## config.mk

```make
export PLATFORM = sky130hd
export DESIGN_NAME = imx_exec_unit
export DESIGN_NICKNAME = d
export VERILOG_FILES = /design/src/rtl/imx_pkg.sv /design/src/rtl/imx_decode.sv /design/src/rtl/imx_alu.sv /design/src/rtl/imx_regbank.sv /design/src/rtl/imx_exec_unit.sv
export SDC_FILE = /design/constraint.sdc
export NUM_CORES = 2
export LEC_CHECK = 0
export ABC_AREA = 1
export BUFFER_PORTS_ARGS = -buffer_cell sky130_fd_sc_hd__buf_4
export CAP_MARGIN = 10
export CORE_UTILIZATION = 57
export CTS_BUF_LIST = sky130_fd_sc_hd__clkbuf_8
export DETAILED_ROUTE_END_ITERATION = 10
export PLACE_DENSITY = 0.81
export SKIP_CTS_REPAIR_TIMING = 1
export SLEW_MARGIN = 10
export SYNTH_ARGS = -nofsm -noshare
export SYNTH_HDL_FRONTEND = slang
export SYNTH_SLANG_ARGS = --single-unit
export TNS_END_PERCENT = 5
```

## constraint.sdc

```tcl
create_clock -name clk -period 2.2 [get_ports clk]
set_input_delay 0.22 -clock clk [delete_from_list [all_inputs] [get_ports clk]]
set_output_delay 0.22 -clock clk [all_outputs]
set_load 0.01 [all_outputs]
```

## src/rtl/imx_pkg.sv

```systemverilog
package imx_pkg;
   localparam logic [6:0] OPC_LDUP  = 7'b0110111;
   localparam logic [6:0] OPC_ADDUP = 7'b0010111;
   localparam logic [6:0] OPC_IMMOP = 7'b0010011;
   localparam logic [2:0] F3_CMPU   = 3'b011;

   typedef enum logic [1:0] {
      K_NONE  = 2'd0,
      K_LDUP  = 2'd1,
      K_ADDUP = 2'd2,
      K_CMPU  = 2'd3
   } insn_kind_e;

   typedef struct packed {
      insn_kind_e kind;
      logic       bad;
      logic [4:0] rd;
      logic [4:0] rs1;
      logic [19:0] upper;
      logic [11:0] imm12;
   } dec_t;
endpackage

```

## src/rtl/imx_decode.sv

```systemverilog
module imx_decode
   import imx_pkg::*;
#(
   parameter int ILEN = 32
) (
   input  logic            valid,
   input  logic [ILEN-1:0] word,
   output dec_t            dec
);
   generate
      if (ILEN != 32) begin : g_bad_ilen
         $error("imx_decode: ILEN must be 32");
      end
   endgenerate

   logic [6:0] opc;
   logic [2:0] f3;

   always_comb begin
      opc       = word[6:0];
      f3        = word[14:12];
      dec.rd    = word[11:7];
      dec.rs1   = word[19:15];
      dec.upper = word[31:12];
      dec.imm12 = word[31:20];
      dec.kind  = K_NONE;
      dec.bad   = 1'b0;
      if (valid) begin
         if (opc == OPC_LDUP)                          dec.kind = K_LDUP;
         else if (opc == OPC_ADDUP)                    dec.kind = K_ADDUP;
         else if (opc == OPC_IMMOP && f3 == F3_CMPU)   dec.kind = K_CMPU;
         else                                          dec.bad  = 1'b1;
      end
   end
endmodule

```

## src/rtl/imx_alu.sv

```systemverilog
module imx_alu
   import imx_pkg::*;
#(
   parameter int          XLEN      = 32,
   parameter int          PC_STEP   = 4,
   parameter bit          CMP_BY_SUB = 1'b1
) (
   input  dec_t            dec,
   input  logic [XLEN-1:0] pc,
   input  logic [XLEN-1:0] rs1_val,
   output logic [XLEN-1:0] result,
   output logic [XLEN-1:0] pc_next
);
   localparam int LOWZ = 12;
   localparam int UPW  = XLEN - LOWZ;

   generate
      if (XLEN != 32) begin : g_bad_xlen
         $error("imx_alu: XLEN must be 32");
      end
      if (PC_STEP <= 0) begin : g_bad_step
         $error("imx_alu: PC_STEP must be positive");
      end
   endgenerate

   logic [XLEN-1:0] up_val;
   logic [XLEN-1:0] sx_imm;
   logic            below;

   assign up_val = {dec.upper[UPW-1:0], {LOWZ{1'b0}}};
   assign sx_imm = {{(XLEN-12){dec.imm12[11]}}, dec.imm12};

   generate
      if (CMP_BY_SUB) begin : g_cmp_sub
         logic [XLEN:0] diff;
         assign diff  = {1'b0, rs1_val} - {1'b0, sx_imm};
         assign below = diff[XLEN];
      end else begin : g_cmp_rel
         assign below = (rs1_val < sx_imm);
      end
   endgenerate

   always_comb begin
      unique case (dec.kind)
         K_LDUP:  result = up_val;
         K_ADDUP: result = pc + up_val;
         K_CMPU:  result = {{(XLEN-1){1'b0}}, below};
         default: result = '0;
      endcase
   end

   assign pc_next = pc + XLEN'(PC_STEP);
endmodule

```

## src/rtl/imx_regbank.sv

```systemverilog
module imx_regbank #(
   parameter int              XLEN  = 32,
   parameter int              NREGS = 32,
   parameter logic [XLEN-1:0] FILL  = 32'hF0F0F0F0,
   localparam int             IDXW  = $clog2(NREGS)
) (
   input  logic            clk,
   input  logic            rst_n,
   input  logic            we,
   input  logic [IDXW-1:0] waddr,
   input  logic [XLEN-1:0] wdata,
   input  logic [IDXW-1:0] raddr,
   output logic [XLEN-1:0] rdata
);
   generate
      if (NREGS < 2 || (1 << IDXW) != NREGS) begin : g_bad_n
         $error("imx_regbank: NREGS must be a power of two, at least 2");
      end
   endgenerate

   logic [NREGS*XLEN-1:0] flat;

   generate
      for (genvar g = 0; g < NREGS; g++) begin : g_reg
         if (g == 0) begin : g_zero
            assign flat[0 +: XLEN] = '0;
         end else begin : g_store
            logic [XLEN-1:0] q;
            always_ff @(posedge clk or negedge rst_n) begin
               if (!rst_n)                          q <= FILL;
               else if (we && waddr == IDXW'(g))    q <= wdata;
            end
            assign flat[g*XLEN +: XLEN] = q;
         end
      end
   endgenerate

   assign rdata = flat[raddr*XLEN +: XLEN];

   function automatic logic [XLEN-1:0] word_at(input logic [IDXW-1:0] i);
      return flat[i*XLEN +: XLEN];
   endfunction

   // a strobed write to a non-zero index is visible after the edge
   p_write_lands_r6: assert property (@(posedge clk) disable iff (!rst_n)
      (we && waddr != '0) |=> word_at($past(waddr)) == $past(wdata));
   // no strobe, no change anywhere in the bank
   p_bank_hold_r8: assert property (@(posedge clk) disable iff (!rst_n)
      !we |=> $stable(flat));
endmodule

```

## src/rtl/imx_exec_unit.sv

```systemverilog
module imx_exec_unit
   import imx_pkg::*;
#(
   parameter int          XLEN       = 32,
   parameter int          NREGS      = 32,
   parameter int          PC_STEP    = 4,
   parameter logic [31:0] FILL       = 32'hF0F0F0F0,
   parameter bit          CMP_BY_SUB = 1'b1,
   localparam int         IDXW       = $clog2(NREGS)
) (
   input  logic            clk,
   input  logic            rst_n,
   input  logic            insn_valid,
   input  logic [31:0]     insn,
   input  logic [XLEN-1:0] pc,
   input  logic [XLEN-1:0] rs1_val,
   input  logic [IDXW-1:0] rf_raddr,
   output logic [XLEN-1:0] rf_rdata,
   output logic            wb_en,
   output logic [IDXW-1:0] wb_idx,
   output logic [XLEN-1:0] wb_data,
   output logic [XLEN-1:0] pc_next,
   output logic            illegal
);
   generate
      if (NREGS != 32) begin : g_bad_regs
         $error("imx_exec_unit: the 5-bit rd field needs NREGS of 32");
      end
   endgenerate

   dec_t dec;

   imx_decode #(.ILEN(32)) u_dec (
      .valid (insn_valid),
      .word  (insn),
      .dec   (dec)
   );

   imx_alu #(.XLEN(XLEN), .PC_STEP(PC_STEP), .CMP_BY_SUB(CMP_BY_SUB)) u_alu (
      .dec     (dec),
      .pc      (pc),
      .rs1_val (rs1_val),
      .result  (wb_data),
      .pc_next (pc_next)
   );

   assign wb_idx  = dec.rd[IDXW-1:0];
   assign wb_en   = (dec.kind != K_NONE) && (dec.rd != 5'd0);
   assign illegal = dec.bad;

   imx_regbank #(.XLEN(XLEN), .NREGS(NREGS), .FILL(FILL[XLEN-1:0])) u_rf (
      .clk   (clk),
      .rst_n (rst_n),
      .we    (wb_en),
      .waddr (wb_idx),
      .wdata (wb_data),
      .raddr (rf_raddr),
      .rdata (rf_rdata)
   );

   p_excl_r8: assert property (@(posedge clk) disable iff (!rst_n)
      !(wb_en && illegal));
   p_no_x0_r7: assert property (@(posedge clk) disable iff (!rst_n)
      wb_en |-> wb_idx != '0);
   p_idle_r9: assert property (@(posedge clk) disable iff (!rst_n)
      !insn_valid |-> (!wb_en && !illegal));
   p_step_r4: assert property (@(posedge clk) disable iff (!rst_n)
      insn_valid |-> pc_next == pc + XLEN'(4));
   p_bool_r3: assert property (@(posedge clk) disable iff (!rst_n)
      (wb_en && insn[6:0] == 7'b0010011) |-> wb_data[XLEN-1:1] == '0);
   p_lowzero_r1: assert property (@(posedge clk) disable iff (!rst_n)
      (wb_en && insn[6:0] == 7'b0110111) |-> wb_data[11:0] == 12'h000);
endmodule

```

# Word level (Yosys, flattened, before mapping)

Cells that the tools add are included.

Logic and storage cells: 116
Flip-flop bits (word level): 992

Reduce and logical (&&, ||, !) cells: 35
Equal/unequal tests: 38
Shift-type cells: 1
Add/sub/neg operators: 3
Multiplexer cells: 8

Operators with widths:

| cell                                                | number |
|---|---|
| indexed part select 1024 x 11 -> 32 bit             | 1 |
| case mux 32 bit (3 select lines)                    | 1 |
| equality test 5 bit, second input constant          | 16 |
| equality test 5 x 4 -> 1 bit, second input constant | 8 |
| logical AND 1 bit                                   | 33 |
| subtractor 32 x 32 -> 33 bit                        | 1 |
| adder 32 x 3 -> 32 bit, second input constant       | 1 |
| adder 32 bit                                        | 1 |
| equality test 5 x 3 -> 1 bit, second input constant | 4 |
| equality test 7 x 5 -> 1 bit, second input constant | 2 |
| equality test 5 x 2 -> 1 bit, second input constant | 2 |
| equality test 7 x 6 -> 1 bit, second input constant | 1 |
| two-way mux 2 bit                                   | 3 |
| equality test 5 x 1 -> 1 bit, second input constant | 1 |
| nonzero test 5 bit                                  | 1 |
| equality test 2 bit, second input constant          | 2 |
| equality test 3 x 2 -> 1 bit, second input constant | 1 |
| two-way mux 1 bit                                   | 3 |
| two-way mux 3 bit                                   | 1 |
| equality test 2 x 1 -> 1 bit, second input constant | 1 |
| nonzero test 2 bit                                  | 1 |

# Logic depth before layout (Yosys ltp)

Word-level depth: 9
Depth in mapped cells: 16
Mapped depth without buffers: 15

# Hierarchy

A second synthesis with hierarchy kept.

Cell total of the unflattened synthesis: 6693
Area total of the unflattened synthesis: 50694.9 um^2

By module, submodules not included:

| module        | instances | cells each | area an instance (um^2) |
|---|---|---|---|
| imx_regbank   | 1         | 6085       | 47265.3 |
| imx_alu       | 1         | 536        | 2984.1 |
| imx_decode    | 1         | 65         | 415.4 |
| imx_exec_unit | 1         | 7          | 30.0 |

# Worst setup path before layout

OpenSTA, ideal clock, no wires.

Path kind: input port to flip-flop
From: input port insn[12]
To: register u_rf.g_reg[29].g_store.q[20]
Arrival time: 1915 ps
Slack: 224 ps
Cell stages on the path: 11
Library setup time: 61 ps
Buffers on the path: 1
Required time: 2139 ps
Cells stage by stage: ha_1 > fa_1 > nand2_1 > nand3_1 > nand3_1 > nand2_1 > xnor2_1 > o21ai_1 > clkbuf_1 > nand2_1 > nand2_1

Cells in the longest elaborated chain, start to end: 9
Elaborated cells on any way between the ends: 14
Those cells by class: add/sub: 1; eq/ne: 4; mux: 5; reduce/logical: 4

Ends and longest elaborated chain:

| item                                                 | RTL line            | RTL |
|---|---|---|
| start, declared                                      | imx_exec_unit.sv:14 | `input logic [31:0] insn,` |
| branches (longest 9 deep; another with adder 32 bit) | --                  |  |
| end signal, assigned                                 | imx_regbank.sv:31   | `else if (we && waddr == IDXW'(g)) q <= wdata;` |
| end, declared                                        | imx_regbank.sv:28   | `logic [XLEN-1:0] q;` |

Several ways; the timed one is not identified.
A chain may end at the register's enable or synchronous reset.

# Worst setup path after layout

From: register u_rf.g_reg[10].g_store.q[21]
To: output port rf_rdata[21]

Cells in the longest elaborated chain, start to end: 1

Ends and longest elaborated chain:

| item                                    | RTL line            | RTL |
|---|---|---|
| start, declared                         | imx_regbank.sv:28   |  |
| start signal, assigned                  | imx_regbank.sv:31   |  |
| indexed part select 1024 x 11 -> 32 bit | imx_regbank.sv:38   | `assign rdata = flat[raddr*XLEN +: XLEN];` |
| end, declared                           | imx_exec_unit.sv:18 | `output logic [XLEN-1:0] rf_rdata,` |

No other way between the ends.

==> metrics.txt <==
synth cell count leaders=2,391 x nand2_1, 755 x o21ai_0, 496 x dfrtp_1, 496 x dfstp_2, 362 x nor2_1; via count=47,100; CTS Buf Count=160; # H-tree levels=4; Async S/R FF share, synth=1.00; syn avg cell area=7.86 µm²; DRT Pass-1 Iters=11; Clk Latency, worst-skew pair=860 ps; Die ar.=0.0881 mm²; Max Buffers Root-to-Sink=3; Slew headroom=0.131; CP startpoint=u_rf.g_reg[10].g_store.q[21]; vias in the first global route=45,700; biggest registers after layout=u_rf.g.g_store.q (992); cell taking the most area after synthesis=dfstp_2; largest net degree at the start of global routing=104; Hold Path Origin=pc[9]; Tightest Pin Transition=1300 ps; # DRC=2; Pint=28.5 mW; Final Hold Viols=13; worst flop-to-flop path startpoint=u_rf.g_reg[24].g_store.q[4]; Largest register FFs=992; multi-input combinational cell area=0.0211 mm²; Pwr Density=660 mW/mm²; critical path startpoint category=flip-flop; root buf cell=clkbuf_8; fin crit period=2640 ps; Setup CP Type=flip-flop to primary output; Critical Path Fanout Max=2; Iter 0 DRT Violations=5,830; gpl congestion=0.933; CTS tree=done; worst-case reg-to-reg path depth=2; Worst EP required=1980 ps; Clock Skew=0 ps; Reg clk slew, reported paths=60 ps; synth-to-layout area growth=18.4%; global-route wire length before repair=251 mm; top cells by area, synth=dfstp_2 26%, dfrtp_1 25%, nand2_1 18%; DPL Wire Length=104 mm; Num Clock Sinks=992; f_max=0.379 GHz; DR WL/cell=20.2 µm; Synth Register Bits=992; Seq/Total Area, Yosys=0.514; flip-flop and latch area=0.0254 mm²; outcome=finished, violations left; cell row count=107; CP endpoint kind=primary output; Comb pwr share=0.094; share of cells above drive strength 1=0.219; Cell Area, Placed=0.0547 mm²; FILL cells=6,713; initial antenna violation count=3; ys flop type=dfstp_2; total net switching power=10.2 mW; total power=38.7 mW; worst vdd ir=0.723 mV; Routed Antenna Nets=0; failing checks=design-rule violations, negative hold slack, negative setup slack; most common cell in the netlist=nand2_1; hold_ws=-18.0 ps; Hold WC Path Type=input port to flip-flop; Synth cell types=47; total gr overflow=0; Slew Viols, Final=0; clock network fraction of total power=0.432; Largest Register=u_rf.g.g_store.q; Sum Neg Setup Slack=-12,480 ps; Synth top area share=0.263; CP Data Arrival Time=2420 ps; syn_nets=6,455; Seq pwr share=0.474; chip width=297 µm; total wire length=160 mm; DR vias/cell=5.96; Post-Synthesis Cells=6,299; Vert. Die Dim=297 µm; layout net count=6,767; num ports=207; endpoints failing setup=57; R2R Setup Slk=1320 ps; Worst Hold Depth=4; Ys Warns=0; fin crit share=1.20; GRT Total Usage=0.360; port buffer count=206; synthesized cell area=0.0495 mm²; Max Cap Violations=0; design area=0.0586 mm²; core area=0.0857 mm²; Starting Density=0.578; EDFF count, synth=0; Final WS setup=-440 ps; RSZ-0062 raised after global routing=yes; LEAKAGE=26.8 nW; switch share=0.263
## worst max-delay path, cell delays in order, from the launching register on
cell	delay, ps
dfstp_2	530
o21ai_0	70
o22ai_1	200
nand2_1	80
nand2_1	60
o21ai_0	70
buf_4	160
o21ai_1	220
buf_4	170
## metrics by stage
step	cells	utilization	hold WS, ps	setup WS (ps)
after floorplan	6299	-	-75.6	224
after global placement	7570	0.639	161	-328
after detailed placement	7570	0.639	159	-373
after CTS	7870	0.678	-747	-661
after global routing	7898	0.684	0.187	-569
final	7898	0.684	-18.0	-440
## cell type report
type | instances | share of cell area
sequential | 992 | 0.434
multi-input combinational | 4557 | 0.361
timing repair buffer | 621 | 0.105
clock buffer | 208 | 0.0488
tap | 1144 | 0.0244
inverter | 279 | 0.0182
clock inverter | 92 | 0.00900
antenna | 5 | 0.000213
## metal layers
layer | part of all wire | up-vias | track usage
met4 | 0.049 | 4 | 0.197
li1 | - | 21000 | -
met3 | 0.11 | 555 | 0.0769
met5 | 0.00019 | - | 0
met1 | 0.38 | 22500 | 0.476
met2 | 0.46 | 2936 | 0.555
## layout by cell type, fill, tap and decap left out, drive strengths merged, types with 6 or more instances in the layout
cell type	count
o211ai	165
a21oi	253
clkbuf	209
nand2	2409
nand3	263
ha	51
nor3	9
nand3b	6
o22ai	65
o21ai	885
nand4	25
buf	597
clkinv	13
xor2	20
xnor2	15
dfstp	496
dlygate4sd3	23
inv	352
nor2	382
dfrtp	496
## cell families after synthesis
family,synth area share
DFF,0.514
xor gates and xnor gates,0.00619
AOI/OAI and AO/OA,0.149
buffers and inverters,0.0661
and+or+nand+nor,0.251
adders and majority gates,0.0133
## power groups by stage
stage               logic, mW  registers, mW  clock network (mW)
global route             3.93           18.3                17.6
finish                   3.65           18.3                16.7
global placement         3.41           18.6                   0
detailed placement       3.46           18.6                   0
floorplan                1.61           18.6                   0
CTS                      3.48           18.3                16.8
## final timing paths
check | endpoint
worst max-delay path | rf_rdata[21]
worst min-delay path | u_rf.g_reg[19].g_store.q[9]
worst max register to register | u_rf.g_reg[24].g_store.q[4]
worst min register to register | u_rf.g_reg[12].g_store.q[22]
max in group asynchronous | u_rf.g_reg[30].g_store.q[24]
min in group asynchronous | u_rf.g_reg[31].g_store.q[28]
Note: power is estimated with default switching activity, not from simulation.
